$ cat src/rtl/simd_cmp_pkg.sv
package simd_cmp_pkg;

    localparam int BYTE_W = 8;

    typedef enum logic [1:0] {
        LS_BYTE = 2'd0,
        LS_HALF = 2'd1,
        LS_WORD = 2'd2,
        LS_WIDE = 2'd3
    } lane_sz_e;

    typedef enum logic [1:0] {
        OP_CMPGT = 2'd0,
        OP_MAX   = 2'd1,
        OP_MIN   = 2'd2,
        OP_RSVD  = 2'd3
    } vop_e;

    // relation of one byte of A to the same byte of B
    typedef struct packed {
        logic gt_u;
        logic gt_s;
        logic eq;
    } byte_rel_t;

    // selector into the per-size merge results: 0 -> 1 byte, 1 -> 2, 2 -> 4
    function automatic int unsigned size_index(input lane_sz_e s);
        case (s)
            LS_BYTE: return 0;
            LS_HALF: return 1;
            default: return 2;
        endcase
    endfunction

    function automatic logic [3:0] cond_pack(input logic all_true, input logic all_false);
        return {all_true, 1'b0, all_false, 1'b0};
    endfunction

endpackage

$ cat src/rtl/simd_byte_cmp.sv
module simd_byte_cmp
    import simd_cmp_pkg::*;
#(
    parameter int W = BYTE_W
) (
    input  logic [W-1:0] a,
    input  logic [W-1:0] b,
    output byte_rel_t    rel
);
    always_comb begin
        rel.gt_u = a > b;
        rel.gt_s = $signed(a) > $signed(b);
        rel.eq   = a == b;
    end
endmodule

$ cat src/rtl/simd_lane_merge.sv
module simd_lane_merge
    import simd_cmp_pkg::*;
#(
    parameter int NB = 16
) (
    input  byte_rel_t [NB-1:0] rel,
    input  lane_sz_e           sz,
    input  logic               sgn,
    output logic [NB-1:0]      a_gt,
    output logic [NB-1:0]      a_lt
);
    localparam int NSZ = 3;

    logic [NSZ-1:0][NB-1:0] gt_by_sz;
    logic [NSZ-1:0][NB-1:0] lt_by_sz;

    for (genvar gi = 0; gi < NSZ; gi++) begin : g_size
        localparam int G = 1 << gi;
        for (genvar ln = 0; ln < NB / G; ln++) begin : g_lane
            localparam int BASE = ln * G;
            logic lgt;
            logic leq;
            // byte BASE is the most significant byte of the lane
            always_comb begin
                lgt = sgn ? rel[BASE].gt_s : rel[BASE].gt_u;
                leq = rel[BASE].eq;
                for (int j = 1; j < G; j++) begin
                    lgt = lgt | (leq & rel[BASE + j].gt_u);
                    leq = leq & rel[BASE + j].eq;
                end
            end
            assign gt_by_sz[gi][BASE +: G] = {G{lgt}};
            assign lt_by_sz[gi][BASE +: G] = {G{~lgt & ~leq}};
        end
    end

    always_comb begin
        a_gt = gt_by_sz[size_index(sz)];
        a_lt = lt_by_sz[size_index(sz)];
    end
endmodule

$ cat src/rtl/simd_result_sel.sv
module simd_result_sel
    import simd_cmp_pkg::*;
#(
    parameter int NB = 16
) (
    input  logic [NB*BYTE_W-1:0] a,
    input  logic [NB*BYTE_W-1:0] b,
    input  logic [NB-1:0]        a_gt,
    input  logic [NB-1:0]        a_lt,
    input  vop_e                 op,
    output logic [NB*BYTE_W-1:0] res,
    output logic                 all_true,
    output logic                 all_false
);
    localparam int VW = NB * BYTE_W;

    for (genvar i = 0; i < NB; i++) begin : g_byte
        localparam int HI = VW - 1 - i * BYTE_W;
        logic [BYTE_W-1:0] ab;
        logic [BYTE_W-1:0] bb;
        assign ab = a[HI -: BYTE_W];
        assign bb = b[HI -: BYTE_W];
        always_comb begin
            case (op)
                OP_CMPGT: res[HI -: BYTE_W] = {BYTE_W{a_gt[i]}};
                OP_MAX:   res[HI -: BYTE_W] = a_gt[i] ? ab : bb;
                OP_MIN:   res[HI -: BYTE_W] = a_lt[i] ? ab : bb;
                default:  res[HI -: BYTE_W] = '0;
            endcase
        end
    end

    assign all_true  = &res;
    assign all_false = ~|res;
endmodule

$ cat src/rtl/simd_cmp_unit.sv
module simd_cmp_unit
    import simd_cmp_pkg::*;
#(
    parameter int VEC_W = 128
) (
    input  logic             clk,
    input  logic             rst,
    input  logic             valid_in,
    input  logic [VEC_W-1:0] a_in,
    input  logic [VEC_W-1:0] b_in,
    input  logic [1:0]       lane_sz,
    input  logic             signed_en,
    input  logic [1:0]       op_sel,
    input  logic             rec_en,
    output logic             valid_out,
    output logic [VEC_W-1:0] result_out,
    output logic             cond_we,
    output logic [3:0]       cond_out
);
    localparam int NB = VEC_W / BYTE_W;

    byte_rel_t [NB-1:0] rel;
    logic [NB-1:0]      a_gt;
    logic [NB-1:0]      a_lt;
    logic [VEC_W-1:0]   res_c;
    logic               all_true_c;
    logic               all_false_c;
    vop_e               op_c;
    lane_sz_e           sz_c;
    logic               rec_c;

    assign op_c  = vop_e'(op_sel);
    assign sz_c  = lane_sz_e'(lane_sz);
    assign rec_c = valid_in & rec_en & (op_c == OP_CMPGT);

    for (genvar i = 0; i < NB; i++) begin : g_cmp
        localparam int HI = VEC_W - 1 - i * BYTE_W;
        simd_byte_cmp #(.W(BYTE_W)) i_byte (
            .a   (a_in[HI -: BYTE_W]),
            .b   (b_in[HI -: BYTE_W]),
            .rel (rel[i])
        );
    end

    simd_lane_merge #(.NB(NB)) i_merge (
        .rel  (rel),
        .sz   (sz_c),
        .sgn  (signed_en),
        .a_gt (a_gt),
        .a_lt (a_lt)
    );

    simd_result_sel #(.NB(NB)) i_sel (
        .a         (a_in),
        .b         (b_in),
        .a_gt      (a_gt),
        .a_lt      (a_lt),
        .op        (op_c),
        .res       (res_c),
        .all_true  (all_true_c),
        .all_false (all_false_c)
    );

    always_ff @(posedge clk) begin
        if (rst) begin
            valid_out  <= 1'b0;
            cond_we    <= 1'b0;
            result_out <= '0;
            cond_out   <= '0;
        end else begin
            valid_out <= valid_in;
            cond_we   <= rec_c;
            if (valid_in) result_out <= res_c;
            if (rec_c)    cond_out   <= cond_pack(all_true_c, all_false_c);
        end
    end
endmodule

$ cat config.mk
export PLATFORM = sky130hd
export DESIGN_NAME = simd_cmp_unit
export DESIGN_NICKNAME = d
export VERILOG_FILES = /design/src/rtl/simd_cmp_pkg.sv /design/src/rtl/simd_byte_cmp.sv /design/src/rtl/simd_lane_merge.sv /design/src/rtl/simd_result_sel.sv /design/src/rtl/simd_cmp_unit.sv
export SDC_FILE = /design/constraint.sdc
export NUM_CORES = 1
export LEC_CHECK = 0
export ABC_AREA = 1
export CORE_MARGIN = 1.5
export CORE_UTILIZATION = 30
export DETAILED_ROUTE_END_ITERATION = 12
export HOLD_SLACK_MARGIN = 0.05
export SYNTH_ARGS = -nofsm -noshare
export SYNTH_HDL_FRONTEND = slang
export SYNTH_SLANG_ARGS = --single-unit
$ cat constraint.sdc
create_clock -name clk -period 2.9 [get_ports clk]
set_clock_uncertainty 0.15 [all_clocks]
set_input_delay 0.29 -clock clk [delete_from_list [all_inputs] [get_ports clk]]
set_output_delay 0.29 -clock clk [all_outputs]
set_load 0.02 [all_outputs]
==> results of run 1 <==
area by class of cell:
type	instances	area, µm²
antenna	8	20.0
clock buffer	22	464
clock inverter	10	194
fill	4577	21200
inverter	433	1650
multi-input combinational	1878	13100
sequential	132	2640
tap	664	831
timing repair buffer	1005	8770
logic make-up after synthesis:
group / Yosys count / synth area share [%]
adders and majority gates: 128 / 10.8
and+or+nand+nor: 1266 / 37.1
DFF: 132 / 17.9
AOI/OAI and AO/OA: 479 / 19.9
other: 1 / 0.0253
buffers and inverters: 541 / 14.3
how the worst max path moves through the flow:
| stage | end | start | cells past startpoint | slack [ns] |
|---|---|---|---|---|
| finish | cond_out[1] | a_in[77] | 24 | 0.07 |
| global route | cond_out[3] | b_in[0] | 24 | -0.07 |
| CTS | cond_out[3] | a_in[13] | 25 | 0.002 |
| detailed placement | cond_out[1] | b_in[63] | 24 | -1.02 |
| global placement | cond_out[1] | b_in[87] | 21 | -0.96 |
| floorplan | cond_out[1] | b_in[103] | 22 | 0.22 |
layer usage:
| metal | part of all wire (%) | vias up |
|---|---|---|
| met5 | 0.055 | - |
| li1 | - | 10243 |
| met4 | 3.8 | 8 |
| met2 | 48 | 769 |
| met3 | 6.8 | 167 |
| met1 | 41 | 9734 |
flip-flops by register name, indices dropped and copies added (netlist names):
name,count
result_out,128
cond_out,2
cond_we,1
valid_out,1
critical path, delay by kind of cell:
| family | cells | cell delay, ns |
|---|---|---|
| adder cells (fa/ha/maj) | 1 | 0.30 |
| AO/OA/AOI/OAI | 1 | 0.11 |
| buffers and inverters | 4 | 0.60 |
| AND/OR/NAND/NOR | 18 | 1.79 |
cell usage after synthesis:
library cell    n
nor2_2         11
buf_6           5
o211ai_2        1
nand2_4         3
nand2_1       528
o21ai_2         1
a21oi_2         3
nor2b_1         1
nand2_2        28
nand4_1        28
a41oi_1        10
o21ai_1         6
a31oi_1         1
nand3_1       283
buf_4          10
o2111ai_1      36
clkinv_1        3
ha_1          128
o21bai_4        1
inv_1         423
o221ai_1        1
or2_2           1
a21o_1          7
a21boi_4        1
o21a_1          7
conb_1          1
nand3_4         1
buf_1           6
nand3_2         8
nor2_1        355
o21bai_1        5
o21ai_0       190
buf_2          11
clkbuf_2        1
a21oi_1       102
a21boi_1        1
nand3b_1        9
nand4_2         4
nand4_4         2
inv_2           7
clkbuf_1       75
nor2_4          2
nor3_1          2
o211ai_1      106
dfxtp_1       132
power groups by stage:
stage               registers, mW  clock network, mW  logic [mW]
detailed placement           2.10                  0        4.20
floorplan                    2.26                  0        1.93
global placement             2.09                  0        4.16
finish                       2.06               2.57        5.39
CTS                          2.06               2.64        4.84
global route                 2.07               2.69        5.82
per-stage QoR:
step                setup TNS (ns)  total power [mW]  worst slack [ns]  cells  hold slack [ns]
floorplan                        0              4.20             0.221   2548            0.364
global placement            -56.63              6.25            -0.965   3949            0.309
detailed placement          -63.04              6.30             -1.02   3949            0.313
CTS                              0              9.54           0.00229   4085           0.0556
global route                -0.319              10.6           -0.0688   4150            0.109
finish                           0              10.0            0.0670   4152           0.0958
timing repair:
action	in CTS	in global routing
pin swaps	246	280
setup buffers	103	58
gates resized for setup	685	534
setup endpoints to repair	39	32
gates cloned	6	1
==> metrics, run 1 <==
grt total ovfl=0; # Max-Cap Violations=0; synth warn=0; Worst Path Required=3.16 ns; sw power=3.96 mW; row cnt=81; first-pass GRT wire length=108 mm; CP Class=in -> reg; Leak=14.2 nW; Crit path largest cell delay=0.30 ns; Cells after Synth=2,547; Fmax achieved=0.353 GHz; r2r startpoint=result_out[64]; cells along the critical path=clkdlybuf4s15_1 > ha_4 > nand2_2 > nor2_4 > buf_4 > nand2_2 > nand2_2 > nand2_1 > nand3_2 > nand4_1 > nand2_2 > inv_1 > nor2_4 > buf_4 > nand2_1 > nand3_1 > nand2_2 > nor2_2 > nand2_2 > nor2_4 > nand2_4 > nor2_4 > nand3_1 > a21oi_1; DR pass1 iterations=5; Yosys reg bits=132; period utilisation layout=97.7%; I/O Buffers=396; Final setup viols=0; r2r setup slk=1.95 ns; fraction of layout cells with a size suffix above 1=38.6%; power per standard cell area=362 nW/µm²; sequential area share after synthesis=17.9%; Initial DRC Count=1,380; Max clock buf depth=2; Initial Utilization=30.3%; Sink Count=132; Cells on Worst Hold Path=5; die area=50,700 µm²; Peak supply drop=0.330 mV; core area=48,800 µm²; I/O pin count=399; Avg Cell Area, Syn=5.81 µm²; wire length per cell=17.5 µm; largest net degree at the start of global routing=75; Final Hold Fails=0; Flop pwr share=20.6%; critical path arrival=3.10 ns; via count=20,921; met1 usage=32.5%; Post-Syn Area=14,800 µm²; CP Launch Type=primary input; worst r2r path cells=4; H-tree depth=4; Final Util=56.7%; die height=225 µm; Final ANT Viol Nets=0; crit path time final=2.83 ns; RePlAce Congestion=0.929; Die W=225 µm; # DRC=0; CTS tree=built; commonest non-fill, non-tap cell in the layout=buf_4; met3 Usage GRT=5.96%; Hold Path Origin=valid_in; CP Max Fanout=5; Max Slew Vio Count=0; Placed Area=22,600 µm²; sw frac=39.5%; CP most frequent cell=nand2_2; initial antenna violation count=12; M2 GR Usage=47.0%; vias in the first global route=20,360; TritonCTS Buffers=17; design area=27,700 µm²; count of different cell masters after synthesis=45; internal power component=6.05 mW; clock-pin slew on the worst setup and hold paths=0.06 ns; WHS Endpoint=result_out[124]; Layout area overhead=87.1%; most used routing layer=met2; r2r endpoint=result_out[64]; most frequent cells in the layout=540 x buf_4, 388 x nand2_1, 291 x inv_1, 291 x nor2_1, 185 x nand3_1; RSZ-0062 raised after global routing=yes; Worst Tran Pin Value=0.858 ns; Worst Hold Class=in -> reg; status=finished, final reports clean; slowest cell on the critical path=ha_4; relative slew slack=42.7%; Via-to-Cell Ratio=5.04; Yosys top cell area share=17.9%; leading area contributor after synthesis=dfxtp_1; Tot GR Track Use=27.2%; root buf cell=clkbuf_16; Comb power frac=53.8%; layout net count=3,860; Clock power frac=25.6%; total routed wirelength=72.7 mm; Hold-fix buffers, CTS=0; DP HPWL=52.9 mm; Synth area leaders=dfxtp_1 18%, nand2_1 13%, ha_1 11%, inv_1 11%, nand3_1 9.6%; crit end category=flip-flop; Clock Latency Late Sink=0.48 ns
(Power assumes the default switching activity.)
==> run 2: changes to the inputs <==
- CORE_MARGIN: 1.5 -> unset
- HOLD_SLACK_MARGIN: 0.05 -> unset
==> run 2 against run 1 <==
Net effect: the run now ends with DRC left; total power shrank 4.3%; count of clock-buffer cells in the layout did not move; cell count is 1.3% lower; critical path type unchanged.
==> metrics, run 2 (synthesis results as in run 1) <==
Worst Tran Pin Value=1.24 ns (was 0.858 ns); Max clock buf depth=2 (unchanged); I/O pin count=399 (unchanged); Clock power frac=24.2% (was 25.6%); Hold-fix buffers, CTS=0 (unchanged); grt total ovfl=0 (unchanged); Die W=224 µm (was 225 µm); Final Util=56.6% (was 56.7%); Final setup viols=0 (unchanged); CP Launch Type=primary input (unchanged); CP Max Fanout=5 (unchanged); TritonCTS Buffers=17 (unchanged); Comb power frac=54.2% (was 53.8%); crit end category=flip-flop (unchanged); row cnt=81 (unchanged); Initial DRC Count=1,371 (was 1,380); first-pass GRT wire length=103 mm (was 108 mm); clock-pin slew on the worst setup and hold paths=0.07 ns (was 0.06 ns); critical path arrival=3.15 ns (was 3.10 ns); status=complete, but fails checks (was finished, final reports clean); I/O Buffers=396 (unchanged); core area=48,700 µm² (was 48,800 µm²); Layout area overhead=86.6% (was 87.1%); relative slew slack=17.5% (was 42.7%); CTS tree=built (unchanged); Clock Latency Late Sink=0.50 ns (was 0.48 ns); multi-input logic area=12,800 µm² (was 13,100 µm²); Top Registers=result_out x128, cond_out x2 (unchanged); CP most frequent cell=nand3_1 (was nand2_2); vias in the first global route=19,136 (was 20,360); Sequential Area=2640 µm² (unchanged); Sink Count=132 (unchanged); RePlAce Congestion=0.893 (was 0.929); root buf cell=clkbuf_16 (unchanged); most frequent cells in the layout=485 x buf_4, 404 x nand2_1, 295 x inv_1, 286 x nor2_1, 225 x dlymetal6s2s_1 (was 540 x buf_4, 388 x nand2_1, 291 x inv_1, 291 x nor2_1, 185 x nand3_1); max FFs per register=128 (unchanged); RSZ-0062 raised after global routing=yes (unchanged); Initial Utilization=30.4% (was 30.3%); Final ANT Viol Nets=0 (unchanged); DR pass1 iterations=11 (was 5); Via-to-Cell Ratio=5.04 (about the same); Final Hold Fails=0 (unchanged); internal power component=5.73 mW (was 6.05 mW); period utilisation layout=99.0% (was 97.7%); Crit path largest cell delay=0.50 ns (was 0.30 ns); Overall Power=9.58 mW (was 10.0 mW); slowest cell on the critical path=clkdlybuf4s50_1 (was ha_4); cells along the critical path=clkdlybuf4s50_1 > ha_4 > nand4_4 > buf_6 > inv_1 > nand3_1 > nand3_1 > nand2_1 > inv_2 > buf_4 > nand3_1 > nand3_1 > nand3_2 > nor2_1 > nand2_1 > nor2_2 > nand2_2 > nor2_4 > nand3_2 > a21oi_2 (was clkdlybuf4s15_1 > ha_4 > nand2_2 > nor2_4 > buf_4 > nand2_2 > nand2_2 > nand2_1 > nand3_2 > nand4_1 > nand2_2 > inv_1 > nor2_4 > buf_4 > nand2_1 > nand3_1 > nand2_2 > nor2_2 > nand2_2 > nor2_4 > nand2_4 > nor2_4 > nand3_1 > a21oi_1); Flop pwr share=21.6% (was 20.6%); Tot GR Track Use=26.1% (was 27.2%); crit path time final=2.87 ns (was 2.83 ns); commonest non-fill, non-tap cell in the layout=buf_4 (unchanged); Worst Hold Class=in -> reg (unchanged); Worst Path Required=3.18 ns (was 3.16 ns); sw power=3.85 mW (was 3.96 mW); # Max-Cap Violations=0 (unchanged); initial antenna violation count=16 (was 12); via count=20,662 (was 20,921); failing checks=DRC; fillcell total=4,517 (was 4,577); power per standard cell area=347 nW/µm² (was 362 nW/µm²); die area=50,200 µm² (was 50,700 µm²); Max Slew Vio Count=0 (unchanged); sw frac=40.2% (was 39.5%); # DRC=2 (was 0); Final WS setup=0.0299 ns (was 0.0670 ns); die height=224 µm (was 225 µm); fraction of layout cells with a size suffix above 1=36.0% (was 38.6%); wire length per cell=17.4 µm (was 17.5 µm); Biggest register=result_out (unchanged); Setup WS pre-CTS=-1.20 ns (was -1.02 ns); Peak supply drop=0.318 mV (was 0.330 mV); CP Class=in -> reg (unchanged); Fmax achieved=0.348 GHz (was 0.353 GHz); largest net degree at the start of global routing=69 (was 75); Leak=15.2 nW (was 14.2 nW); DP HPWL=51.6 mm (was 52.9 mm); layout net count=3,807 (was 3,860); H-tree depth=4 (unchanged); total routed wirelength=71.4 mm (was 72.7 mm)
run 2: cell types whose count changed in the layout (fill, tap and decap cells not counted), moves of 7 or more:
cell,previous run,this run
dlymetal6s2s_1,60,225
dlygate4sd2_1,82,0
buf_4,540,485
clkdlybuf4s15_1,49,0
clkbuf_2,55,25
nand2_1,388,404
nor2_2,41,51
nand2_2,122,113
a21oi_1,76,84
nand2_4,40,32
ha_4,88,81
run 2: path summary, 6_finish.rpt:
kind,from,endpoint,slack (ns),cells past startpoint
setup / recovery,b_in[8],cond_out[1],0.03,20
hold / removal,a_in[92],result_out[92],0.09,5
setup reg to reg,result_out[121],result_out[121],1.92,4
hold reg to reg,result_out[85],result_out[85],0.33,2
run 2: layer usage:
| layer | global-route usage, % | wire length, µm | up-vias |
|---|---|---|---|
| met4 | 7.89 | 1960 | 12 |
| met2 | 43.9 | 34500 | 745 |
| met1 | 33.2 | 30500 | 9632 |
| met3 | 5.29 | 4400 | 154 |
| met5 | 0 | 75 | - |
| li1 | - | - | 10119 |
run 2: area by class of cell:
cell class	count	share of cell area, %
clock buffers	22	1.75
inverters	433	5.98
multi-input cells	1876	46.5
well taps	664	3.01
clock inverters	10	0.435
diodes	9	0.0816
repair inverters	1	0.0181
flip-flops and latches	132	9.57
repair buffers	953	32.6
run 2: power groups by stage:
stage	clock network, mW	registers (mW)	logic, mW
final	2.32	2.07	5.20
after global routing	2.43	2.08	5.63
after CTS	2.37	2.06	4.36
after detailed placement	0	2.10	4.19
after global placement	0	2.10	4.13
after floorplan	0	2.26	1.93
run 2: worst max-delay path, delay by kind of cell:
| kind | cells | cell delay (ns) |
|---|---|---|
| AO/OA/AOI/OAI | 1 | 0.13 |
| AND/OR/NAND/NOR | 13 | 1.44 |
| adder cells (fa/ha/maj) | 1 | 0.32 |
| buffers and inverters | 5 | 0.96 |
run 2: timing repair:
item	CTS	global route
endpoints found under the hold margin	0	0
setup buffers	22	101
cloned	3	4
gates resized for setup	114	912
endpoints found under the setup margin	40	112
pin swaps	35	276
run 2: per-stage QoR:
step / area [µm²] / hold slack (ns) / std cells / TNS [ns]
after floorplan: 14800 / 0.364 / 2548 / 0
after global placement: 22500 / 0.314 / 3932 / -55.30
after detailed placement: 22500 / 0.314 / 3932 / -63.60
after CTS: 23800 / 0.159 / 3988 / -0.941
after global routing: 27600 / 0.113 / 4098 / -0.237
final: 27600 / 0.0876 / 4100 / 0
==> run 3: changes to the inputs <==
- HOLD_SLACK_MARGIN: unset -> 0.15
- REMOVE_ABC_BUFFERS: unset -> 1
==> run 3 against run 2 <==
Net effect: the run now ends clean; global-route usage rose by 1.3 points; count of clock-buffer cells in the layout is 3 lower; via count rose by 1.9%; cell count increased by 1.1%; non-clock buffer count is 31 higher; register-to-register slack improved by 0.06 ns; core utilization increased by 0.83 points; total power is 3.8% higher; critical path type unchanged; critical endpoint is now cond_out[3]; highest routed layer unchanged.
==> metrics, run 3 (synthesis results as in run 1) <==
status=finished, final reports clean (was complete, but fails checks); root buf cell=clkbuf_16 (unchanged); Initial Utilization=30.4% (unchanged); period utilisation layout=99.4% (was 99.0%); TritonCTS Buffers=17 (unchanged); max FFs per register=128 (unchanged); Clock Latency Late Sink=0.51 ns (was 0.50 ns); Overall Power=9.94 mW (was 9.58 mW); fraction of layout cells with a size suffix above 1=38.5% (was 36.0%); RePlAce Congestion=0.951 (was 0.893); CTS tree=built (unchanged); H-tree depth=4 (unchanged); Worst Path Required=3.19 ns (was 3.18 ns); cells along the critical path=dlymetal6s2s_1 > inv_2 > ha_4 > nand2_2 > nor2_4 > nand4_1 > buf_6 > nor2_4 > nand2_4 > buf_6 > nand3_4 > nand2_8 > nand3_1 > nand3_1 > nand3_2 > nand2_2 > nor2_4 > nand2_2 > nor2_4 > nand2_1 > nor2_1 > nand2_1 > a21oi_2 (was clkdlybuf4s50_1 > ha_4 > nand4_4 > buf_6 > inv_1 > nand3_1 > nand3_1 > nand2_1 > inv_2 > buf_4 > nand3_1 > nand3_1 > nand3_2 > nor2_1 > nand2_1 > nor2_2 > nand2_2 > nor2_4 > nand3_2 > a21oi_2); core area=48,700 µm² (unchanged); layout net count=3,841 (was 3,807); Via-to-Cell Ratio=5.08 (was 5.04); Die W=224 µm (unchanged); crit path time final=2.88 ns (was 2.87 ns); Max clock buf depth=2 (unchanged); vias in the first global route=20,032 (was 19,136); Sequential Area=2640 µm² (unchanged); clock-pin slew on the worst setup and hold paths=0.07 ns (about the same); Hold Path Origin=a_in[59] (was a_in[92]); Sink Count=132 (unchanged); commonest non-fill, non-tap cell in the layout=buf_4 (unchanged); design area=28,000 µm² (was 27,600 µm²); Worst setup startpoint=b_in[31] (was b_in[8]); wire length per cell=17.8 µm (was 17.4 µm); slowest cell on the critical path=ha_4 (was clkdlybuf4s50_1); total routed wirelength=73.9 mm (was 71.4 mm); multi-input logic area=13,200 µm² (was 12,800 µm²); final hold slack=0.0954 ns (was 0.0876 ns); CP Max Fanout=5 (unchanged); Final Util=57.5% (was 56.6%); Biggest register=result_out (unchanged); critical path arrival=3.17 ns (was 3.15 ns); # Max-Cap Violations=0 (unchanged); Fmax achieved=0.347 GHz (was 0.348 GHz); first-pass GRT wire length=107 mm (was 103 mm); Initial DRC Count=1,411 (was 1,371); most frequent cells in the layout=513 x buf_4, 381 x nand2_1, 290 x inv_1, 287 x nor2_1, 193 x dlymetal6s2s_1 (was 485 x buf_4, 404 x nand2_1, 295 x inv_1, 286 x nor2_1, 225 x dlymetal6s2s_1); Final ANT Viol Nets=0 (unchanged); CP most frequent cell=nor2_4 (was nand3_1); r2r startpoint=result_out[10] (was result_out[121]); Peak supply drop=0.386 mV (was 0.318 mV); Max Slew Vio Count=0 (unchanged); Cell Count, Final, Fillers Out=4,144 (was 4,100); Leak=15.2 nW (about the same); power per standard cell area=355 nW/µm² (was 347 nW/µm²); Tot GR Track Use=27.4% (was 26.1%); I/O pin count=399 (unchanged); Top Registers=result_out x128, cond_out x2 (unchanged); die height=224 µm (unchanged); fillcell total=4,482 (was 4,517); DP HPWL=53.1 mm (was 51.6 mm); dpl cells=3,940 (was 3,932); via count=21,054 (was 20,662); row cnt=81 (unchanged); Final Hold Fails=0 (unchanged); Placed Area=22,600 µm² (was 22,500 µm²); CP Class=in -> reg (unchanged); Crit path largest cell delay=0.27 ns (was 0.50 ns); RSZ-0062 raised after global routing=yes (unchanged); Layout area overhead=89.4% (was 86.6%); die area=50,200 µm² (unchanged); CP Launch Type=primary input (unchanged); Worst Hold Class=in -> reg (unchanged); Worst Tran Pin Value=0.918 ns (was 1.24 ns); # DRC=0 (was 2); grt total ovfl=0 (unchanged); initial antenna violation count=28 (was 16); I/O Buffers=396 (unchanged); DR pass1 iterations=7 (was 11); relative slew slack=38.8% (was 17.5%); largest net degree at the start of global routing=76 (was 69); Final setup viols=0 (unchanged); crit end category=flip-flop (unchanged)
## run 3: cell count changes in the layout (fill, tap and decap cells not counted), sizes merged, moves of 3 or more
cell and delta:
dlygate4sd3 +15, diode +10, buf +17, dlymetal6s2s -32
nand2 +3, clkbuf +29
## run 3: critical path, delay by kind of cell
family,cells,cell delay (ns)
adders and majority gates,1,0.27
and+or+nand+nor,17,1.93
buffers and inverters,4,0.51
AOI/OAI and AO/OA,1,0.14
## run 3: metal layers
metal	global-route usage, %	vias to the layer above	share of wire, %	routed length [µm]
li1	-	10211	-	-
met1	31.5	9837	40	29600
met2	46.7	796	48	35800
met3	7.69	184	7.3	5400
met4	12.5	26	4.0	2980
met5	0	-	0.24	174
## run 3: where the power goes
| part | switching [mW] | internal [mW] |
|---|---|---|
| Sequential | 0.0903 | 1.97 |
| Combinational | 2.85 | 2.47 |
| Clock | 1.07 | 1.49 |
## run 3: cell type report
type                    instances  area share [%]
inverters                     433            5.87
repair buffers                984            32.2
diodes                         19           0.170
repair inverters                1          0.0268
well taps                     664            2.96
clock buffers                  19            1.62
multi-input cells            1879            47.0
flip-flops and latches        132            9.43
clock inverters                13           0.688
## run 3: metrics by stage
step,setup TNS (ns),setup WS [ns]
global route,-0.270,-0.137
detailed placement,-70.28,-1.39
CTS,-0.384,-0.194
finish,0,0.0175
global placement,-61.96,-1.38
floorplan,-209.79,-2.80
## run 3: repair_timing
action	CTS	global route
pin swaps	97	301
hold endpoints to repair	32	11
cloned	4	2
setup buffers	39	95
gates resized for setup	265	877
endpoints found under the setup margin	46	77
hold buffers	2	13
## run 3: path summary, 6_finish.rpt
| check | to | slack (ns) | cells past startpoint |
|---|---|---|---|
| setup / recovery | cond_out[3] | 0.02 | 23 |
| hold reg to reg | result_out[113] | 0.33 | 2 |
| hold / removal | result_out[59] | 0.1 | 5 |
| setup reg to reg | result_out[10] | 1.98 | 4 |
